==> src/rtl/flash_bp_pkg.sv <==
package flash_bp_pkg;

    typedef enum logic [2:0] {
        OP_NONE  = 3'd0,
        OP_WREN  = 3'd1,
        OP_WRDI  = 3'd2,
        OP_WRSR  = 3'd3,
        OP_PROG  = 3'd4,
        OP_ERASE = 3'd5,
        OP_READ  = 3'd6
    } flash_op_e;

    // Stored status bits 7..2; index k of this field is status bit k+2.
    typedef struct packed {
        logic       lock;   // status bit 7
        logic       p3;     // status bit 6
        logic       dir;    // status bit 5
        logic [2:0] p_lo;   // status bits 4..2
    } sr_field_t;

    typedef struct packed {
        sr_field_t sr;
        logic      wel;
        logic      ok;
        logic      err;
    } guard_state_t;

endpackage

==> src/rtl/bp_range_decode.sv <==
module bp_range_decode #(
    parameter int NSECT  = 2048,
    parameter int SECT_W = $clog2(NSECT)
) (
    input  logic [3:0]        code,
    input  logic              from_bottom,
    output logic              range_en,
    output logic [SECT_W-1:0] range_lo,
    output logic [SECT_W-1:0] range_hi
);
    localparam int LEN_W = SECT_W + 1;

    logic [LEN_W-1:0] len_tbl [16];
    logic [LEN_W-1:0] len_sel;
    logic [LEN_W-1:0] top_lo;
    logic [LEN_W-1:0] bot_hi;

    // One length per code, clamped to the array size.
    assign len_tbl[0] = '0;
    for (genvar g = 1; g < 16; g++) begin : g_len
        localparam int SH = g - 1;
        localparam longint LEN = (SH >= SECT_W) ? longint'(NSECT) : (longint'(1) << SH);
        assign len_tbl[g] = LEN_W'(LEN);
    end

    always_comb begin
        len_sel  = len_tbl[code];
        top_lo   = LEN_W'(NSECT) - len_sel;
        bot_hi   = len_sel - LEN_W'(1);
        range_en = (code != 4'd0);
        if (from_bottom) begin
            range_lo = '0;
            range_hi = bot_hi[SECT_W-1:0];
        end else begin
            range_lo = top_lo[SECT_W-1:0];
            range_hi = SECT_W'(NSECT - 1);
        end
    end

endmodule

==> src/rtl/bp_sector_match.sv <==
module bp_sector_match #(
    parameter int SECT_W = 11
) (
    input  logic              range_en,
    input  logic [SECT_W-1:0] range_lo,
    input  logic [SECT_W-1:0] range_hi,
    input  logic [SECT_W-1:0] sector,
    output logic              hit
);
    always_comb begin
        hit = range_en && (sector >= range_lo) && (sector <= range_hi);
    end
endmodule

==> src/rtl/flash_bp_guard.sv <==
module flash_bp_guard
    import flash_bp_pkg::*;
#(
    parameter int NSECT      = 2048,
    parameter int SECT_BYTES = 65536,
    parameter int ADDR_W     = $clog2(NSECT) + $clog2(SECT_BYTES)
) (
    input  logic              clk,
    input  logic              rst_n,
    input  logic              cmd_valid,
    input  logic [2:0]        cmd_op,
    input  logic [ADDR_W-1:0] cmd_addr,
    input  logic [7:0]        cmd_wdata,
    output logic [7:0]        status_out,
    output logic              req_ok,
    output logic              prot_err
);
    localparam int SECT_W = $clog2(NSECT);
    localparam int OFF_W  = ADDR_W - SECT_W;

    guard_state_t st_q, st_d;

    logic [SECT_W-1:0] sector;
    logic [3:0]        code;
    logic              range_en;
    logic [SECT_W-1:0] range_lo;
    logic [SECT_W-1:0] range_hi;
    logic              hit;
    logic              offset_unused;
    logic              wdata_unused;

    assign sector        = cmd_addr[ADDR_W-1 -: SECT_W];
    assign offset_unused = ^cmd_addr[OFF_W-1:0];
    assign wdata_unused  = ^cmd_wdata[1:0];
    assign code          = {st_q.sr.p3, st_q.sr.p_lo};

    bp_range_decode #(.NSECT(NSECT), .SECT_W(SECT_W)) u_decode (
        .code        (code),
        .from_bottom (st_q.sr.dir),
        .range_en    (range_en),
        .range_lo    (range_lo),
        .range_hi    (range_hi)
    );

    bp_sector_match #(.SECT_W(SECT_W)) u_match (
        .range_en (range_en),
        .range_lo (range_lo),
        .range_hi (range_hi),
        .sector   (sector),
        .hit      (hit)
    );

    always_comb begin
        st_d     = st_q;
        st_d.ok  = 1'b0;
        st_d.err = 1'b0;
        if (cmd_valid) begin
            case (flash_op_e'(cmd_op))
                OP_WREN: st_d.wel = 1'b1;
                OP_WRDI: st_d.wel = 1'b0;
                OP_WRSR: begin
                    if (st_q.wel) begin
                        st_d.sr  = sr_field_t'(cmd_wdata[7:2]);
                        st_d.wel = 1'b0;
                    end
                end
                OP_PROG, OP_ERASE: begin
                    if (hit) begin
                        st_d.err = 1'b1;
                        st_d.wel = 1'b0;
                    end else if (st_q.wel) begin
                        st_d.ok  = 1'b1;
                        st_d.wel = 1'b0;
                    end
                end
                OP_READ: st_d.ok = 1'b1;
                default: ;
            endcase
        end
    end

    always_ff @(posedge clk or negedge rst_n) begin
        if (!rst_n) st_q <= '0;
        else        st_q <= st_d;
    end

    assign status_out = {st_q.sr, st_q.wel, 1'b0};
    assign req_ok     = st_q.ok;
    assign prot_err   = st_q.err;

endmodule

==> config.mk <==
export PLATFORM = sky130hd
export DESIGN_NAME = flash_bp_guard
export DESIGN_NICKNAME = d
export VERILOG_FILES = /design/src/rtl/flash_bp_pkg.sv /design/src/rtl/bp_range_decode.sv /design/src/rtl/bp_sector_match.sv /design/src/rtl/flash_bp_guard.sv
export SDC_FILE = /design/constraint.sdc
export NUM_CORES = 1
export LEC_CHECK = 0
export BUFFER_PORTS_ARGS = -buffer_cell sky130_fd_sc_hd__buf_4
export CAP_MARGIN = 0
export CORE_ASPECT_RATIO = 1.4
export CORE_MARGIN = 2
export CORE_UTILIZATION = 49
export CTS_CLUSTER_DIAMETER = 200
export DETAILED_ROUTE_END_ITERATION = 8
export HOLD_SLACK_MARGIN = 0.15
export PLACE_DENSITY_LB_ADDON = 0.08
export SLEW_MARGIN = 20
export SYNTH_ARGS = -nofsm -noshare
export SYNTH_HDL_FRONTEND = slang
export SYNTH_HIERARCHICAL = 1
export SYNTH_SLANG_ARGS = --single-unit
==> constraint.sdc <==
create_clock -name clk -period 4.15 [get_ports clk]
set_clock_uncertainty 0.15 [all_clocks]
set_input_delay 0 -clock clk [delete_from_list [all_inputs] [get_ports clk]]
set_output_delay 0 -clock clk [all_outputs]
set_load 0.05 [all_outputs]
### Word-level counts from Yosys, hierarchy flattened

Memory sizes are Yosys's and may differ from the RTL's.
Cells that the tools add are included.

* reductions and logical operators: 7
* $add $sub $neg: 2
* bitwise gates (word level): 1
* order comparisons: 3
* shift-type cells: 0
* muxes and demuxes: 11
* equality and inequality tests: 6
* multipliers: 0
* divide/modulo/power cells: 0

Operator list (count)
* $mux 11: 4
* $ge 11x11->1: 1
* $le 11x11->1: 1
* $sub 1x11->11 const A: 1
* $sub 11x1->11 const B: 1
* $eq 3x3->1 const B: 3
* $reduce_bool 4->1: 2
* $eq 3x2->1 const B: 2
* $ge 5x5->1 const B: 1
* $not 4->5: 1
* $mux 1: 4
* $pmux 1 s4: 1
* $eq 3x1->1 const B: 1
* $reduce_and 3->1: 1
* $logic_and 1x1->1: 2
* $mux 2: 1
* $pmux 1 s2: 1
* $reduce_and 2->1: 1
* $reduce_or 2->1: 1

* memories kept: 1
* latch bits: 0
* bits in writable memories: 0
* flip-flop bits (word level): 9
* logic and storage cells: 38
* memory bits (read-only): 192
* bits of input ports: 41

Memories
* (no name shown): depth 16, bits a word 12, read ports 1, clocked after memory_dff 0, write ports 0, line bp_range_decode.sv:27 `len_sel = len_tbl[code];`

### Longest topological paths before layout

* depth after elaboration: 12
* mapped depth: 18
* depth with buffers taken out: 16

### By module

The synthesis kept the hierarchy.

By module, submodules not included
* bp_sector_match: area each 539.3 µm², cells an instance 76, seq. area each 0.0 µm², times used 1
* bp_range_decode: area each 382.9 µm², cells an instance 59, seq. area each 0.0 µm², times used 1
* flash_bp_guard: area each 382.9 µm², cells an instance 30, seq. area each 225.2 µm², times used 1

### Least setup slack after synthesis

Ideal clock, no wire load.

* kind: register -> register
* start: register st_q, in the netlist status_out[2]
* end: register st_q, in the netlist req_ok
* cell stages (with the launch flop): 18
* setup time: 118 ps
* arrival time: 3201 ps
* required time: 3882 ps
* clock period less this slack: 3469 ps
* slack: 681 ps
* path through: dfrtp_1 buf_2 nor2b_1 nand2_1 ha_1 buf_2 a22o_1 a211o_1 inv_1 ha_1 a211oi_1 nor2_1 nor3_2 o21ai_0 a22oi_1 nor2_1 a21oi_1 nor2_1

RTL lines
* start, declared: line flash_bp_guard.sv:21 `guard_state_t st_q, st_d;`
* start signal, assigned: line flash_bp_guard.sv:84 `else st_q <= st_d;`

==> flow_metrics.env <==
export IMPL_die_h_um=65.1
export IMPL_fin_setup_tns_ns=0
export IMPL_power_density_mw_per_mm2=452
export IMPL_io_buffers=31
export IMPL_synth_ff_type="dfrtp_1"
export IMPL_fp_coreArea_mm2=0.00259
export IMPL_vdd_drop_max_mv=0.362
export IMPL_min_to="status_out[1]"
export IMPL_fin_hold_ws_ns=0.439
export IMPL_globalRouteOverflowTotal=0
export IMPL_maxSlewHeadroom=0.644
export IMPL_layout_drive_gt1_share=0.252
export IMPL_htree_num_levels=1
export IMPL_crit_required_ns=4.13
export IMPL_period_needed_ns=3.83
export IMPL_cts_clk_slew_worst_paths_ns=0.06
export IMPL_crit_type="flip-flop to flip-flop"
export IMPL_firstDrtPassIters=4
export IMPL_grt_pass1_wl_mm=5.56
export IMPL_cp_start_kind="flip-flop"
export IMPL_layout_setup_ws_ns=0.315
export IMPL_p_leak_nw=0.931
export IMPL_yosysUniqueCellTypes=45
export IMPL_die_area_mm2=0.00310
export IMPL_start_util=0.504
export IMPL_status="complete, no violations"
export IMPL_place_congestion=0.727
export IMPL_numClockSinks=9
export IMPL_rsz0062_at_grt="false"
export IMPL_area_delta_synth_final_pct=37.5
export IMPL_fin_cells=250
export IMPL_critPathCaptureType="flip-flop"
export IMPL_drc=0
export IMPL_grtUsageTotal=0.237
export IMPL_synth_xor_area_frac=0.0201
export IMPL_synth_nets=229
export IMPL_synth_compound_area_frac=0.141
export IMPL_wl_per_cell_um=12.6
export IMPL_cts_tree="done"
export IMPL_hp_class="flip-flop to flip-flop"
export IMPL_hp_start="status_out[1]"
export IMPL_r2r_start="status_out[2]"
export IMPL_max_freq_ghz=0.261
export IMPL_hold_depth=1
export IMPL_nNetsFinal=279
export IMPL_antenna_found_initial=0
export IMPL_drt_iter0_drc=8
export IMPL_synth_top_family_by_area="simple AND/OR/NAND/NOR gates"
export IMPL_final_util=0.693
export IMPL_hold_viol_final=0
export IMPL_syn_inst=165
export IMPL_synth_simple_area_share=0.292
export IMPL_clk_latency_ns=0.25
export IMPL_synth_edff_count=0
export IMPL_die_w_um=47.6
export IMPL_synth_async_reset_ratio=1.00
export IMPL_place_ws_ns=0.594
export IMPL_ys_seq_area_frac=0.173
export IMPL_maxCapViolCount=0
export IMPL_crit_fanout=13
export IMPL_synth_warnings=6
export IMPL_r2r_cells=17
export IMPL_fin_area_mm2=0.00179
export IMPL_antenna_cells=0
export IMPL_arrival_ns=3.81
export IMPL_r2r_end="req_ok"
export IMPL_dpl_cell_area_mm2=0.00154
export IMPL_slew_violations=0
export IMPL_grt_pass1_vias=1358
export IMPL_worst_slew_pin_slew_ns=0.534
export IMPL_cts_buffers=3
export IMPL_setup_viol=0
export IMPL_rows=22
export IMPL_synth_avg_cell_area_um2=7.91
export IMPL_ant_nets=0
export IMPL_drt_wl_total_mm=3.16
export IMPL_fillers=235
export IMPL_netlist_area_mm2=0.00131
export IMPL_period_share=0.924
export IMPL_grt_max_degree=18
export IMPL_cts_root_buf="clkbuf_4"
export IMPL_synth_mux_area_frac=0.0518
export IMPL_rrSetupSlack_ns=0.32
export IMPL_max_clock_path_buffers=2
export IMPL_boundaryPins=51
export IMPL_power_uw=811
export IMPL_synthAdderAreaFrac=0.221
export IMPL_vias=1317
export IMPL_ys_seq_elements=9
export IMPL_vias_per_cell=5.27
export IMPL_dp_final_hpwl_mm=2.50
export IMPL_place_inst=225
[critical path: stages (launching register included)]
cell and delay, ns:
dfrtp_2 0.49, nor2b_2 0.20, nand2_1 0.10, ha_2 0.29, nor2_1 0.08, a22o_1 0.23
a211o_1 0.29, inv_1 0.07, ha_1 0.25, a211oi_1 0.20, nor2_1 0.08, nor3_2 0.09
o21ai_0 0.10, a22oi_1 0.27, nor2_1 0.06, a21oi_1 0.15, nor2_1 0.05, dlygate4sd3_1 0.55
[layer usage]
metal	share of wire	global-route usage	routed length, um	up-vias
met4	0	0.0405	0	0
met1	0.41	0.270	1310	621
li1	-	-	-	673
met3	0.027	0.0279	86	0
met2	0.56	0.448	1760	23
met5	0	0	0	-
[synth_stat cells (3+ instances only)]
cell	n	area, um2
a211oi_1	3	22.5
nor2_1	12	45.0
nor2b_1	3	18.8
mux2_2	6	67.6
dfrtp_1	9	225
nand2_1	14	52.6
o21ai_0	5	25.0
nand4_1	4	25.0
ha_1	23	288
a21oi_1	11	55.1
nand3b_1	3	22.5
inv_1	23	86.3
nand3_1	5	25.0
buf_2	4	20.0
[where the power goes]
part / switching (mW) / total [mW] / internal, mW
logic: 0.317 / 0.580 / 0.263
clock network: 0.0265 / 0.0632 / 0.0368
registers: 0.0599 / 0.168 / 0.108
[how the worst max path moves through the flow]
stage / slack, ns / from / endpoint
CTS: 0.03 / status_out[4] / req_ok
global placement: 0.67 / status_out[4] / req_ok
detailed placement: 0.59 / status_out[4] / req_ok
floorplan: 0.68 / status_out[2] / req_ok
global route: 0.05 / status_out[2] / req_ok
finish: 0.32 / status_out[2] / req_ok
[area by class of cell]
| class | count | area [um2] | area share |
|---|---|---|---|
| Sequential cell | 9 | 230 | 0.128 |
| Inverter | 23 | 86.3 | 0.0481 |
| Clock buffer | 4 | 26.3 | 0.0146 |
| Timing Repair Buffer | 52 | 443 | 0.247 |
| Tap cell | 36 | 45.0 | 0.0251 |
| Multi-Input combinational cell | 126 | 963 | 0.537 |
[registers in the layout (all words and copies together) (netlist names)]
| register | flops |
|---|---|
| prot_err | 1 |
| req_ok | 1 |
| status_out | 7 |
[repair_timing]
action	CTS	global route
gates resized for setup	0	8
hold endpoints to repair	18	0
endpoints found under the setup margin	0	2
hold buffers	21	0
buffers inserted	0	0
[kinds of logic (layout without fill, tap and decap cells)]
logic type               count (synthesis)  after routing
buffers and inverters                   30             79
XOR/XNOR                                 3              3
multiplexers                             6              6
flip-flops                               9              9
AO/OA/AOI/OAI                           29             29
AND/OR/NAND/NOR                         64             64
other                                    1              1
adder cells (fa/ha/maj)                 23             23
[placed cells by master (no fill, tap or decap), types with 3 or more instances in the layout]
master          n
ha_1           22
nand4_1         4
dfrtp_1         5
mux2_2          6
nor2_1         11
o21ai_0         5
inv_1          23
nand3_1         5
clkbuf_4        3
dfrtp_2         4
a211oi_1        3
nand3b_1        3
dlygate4sd3_1  21
a21oi_1        11
nand2_1        14
buf_4          31
No activity file was read; power rests on OpenSTA's default activity.
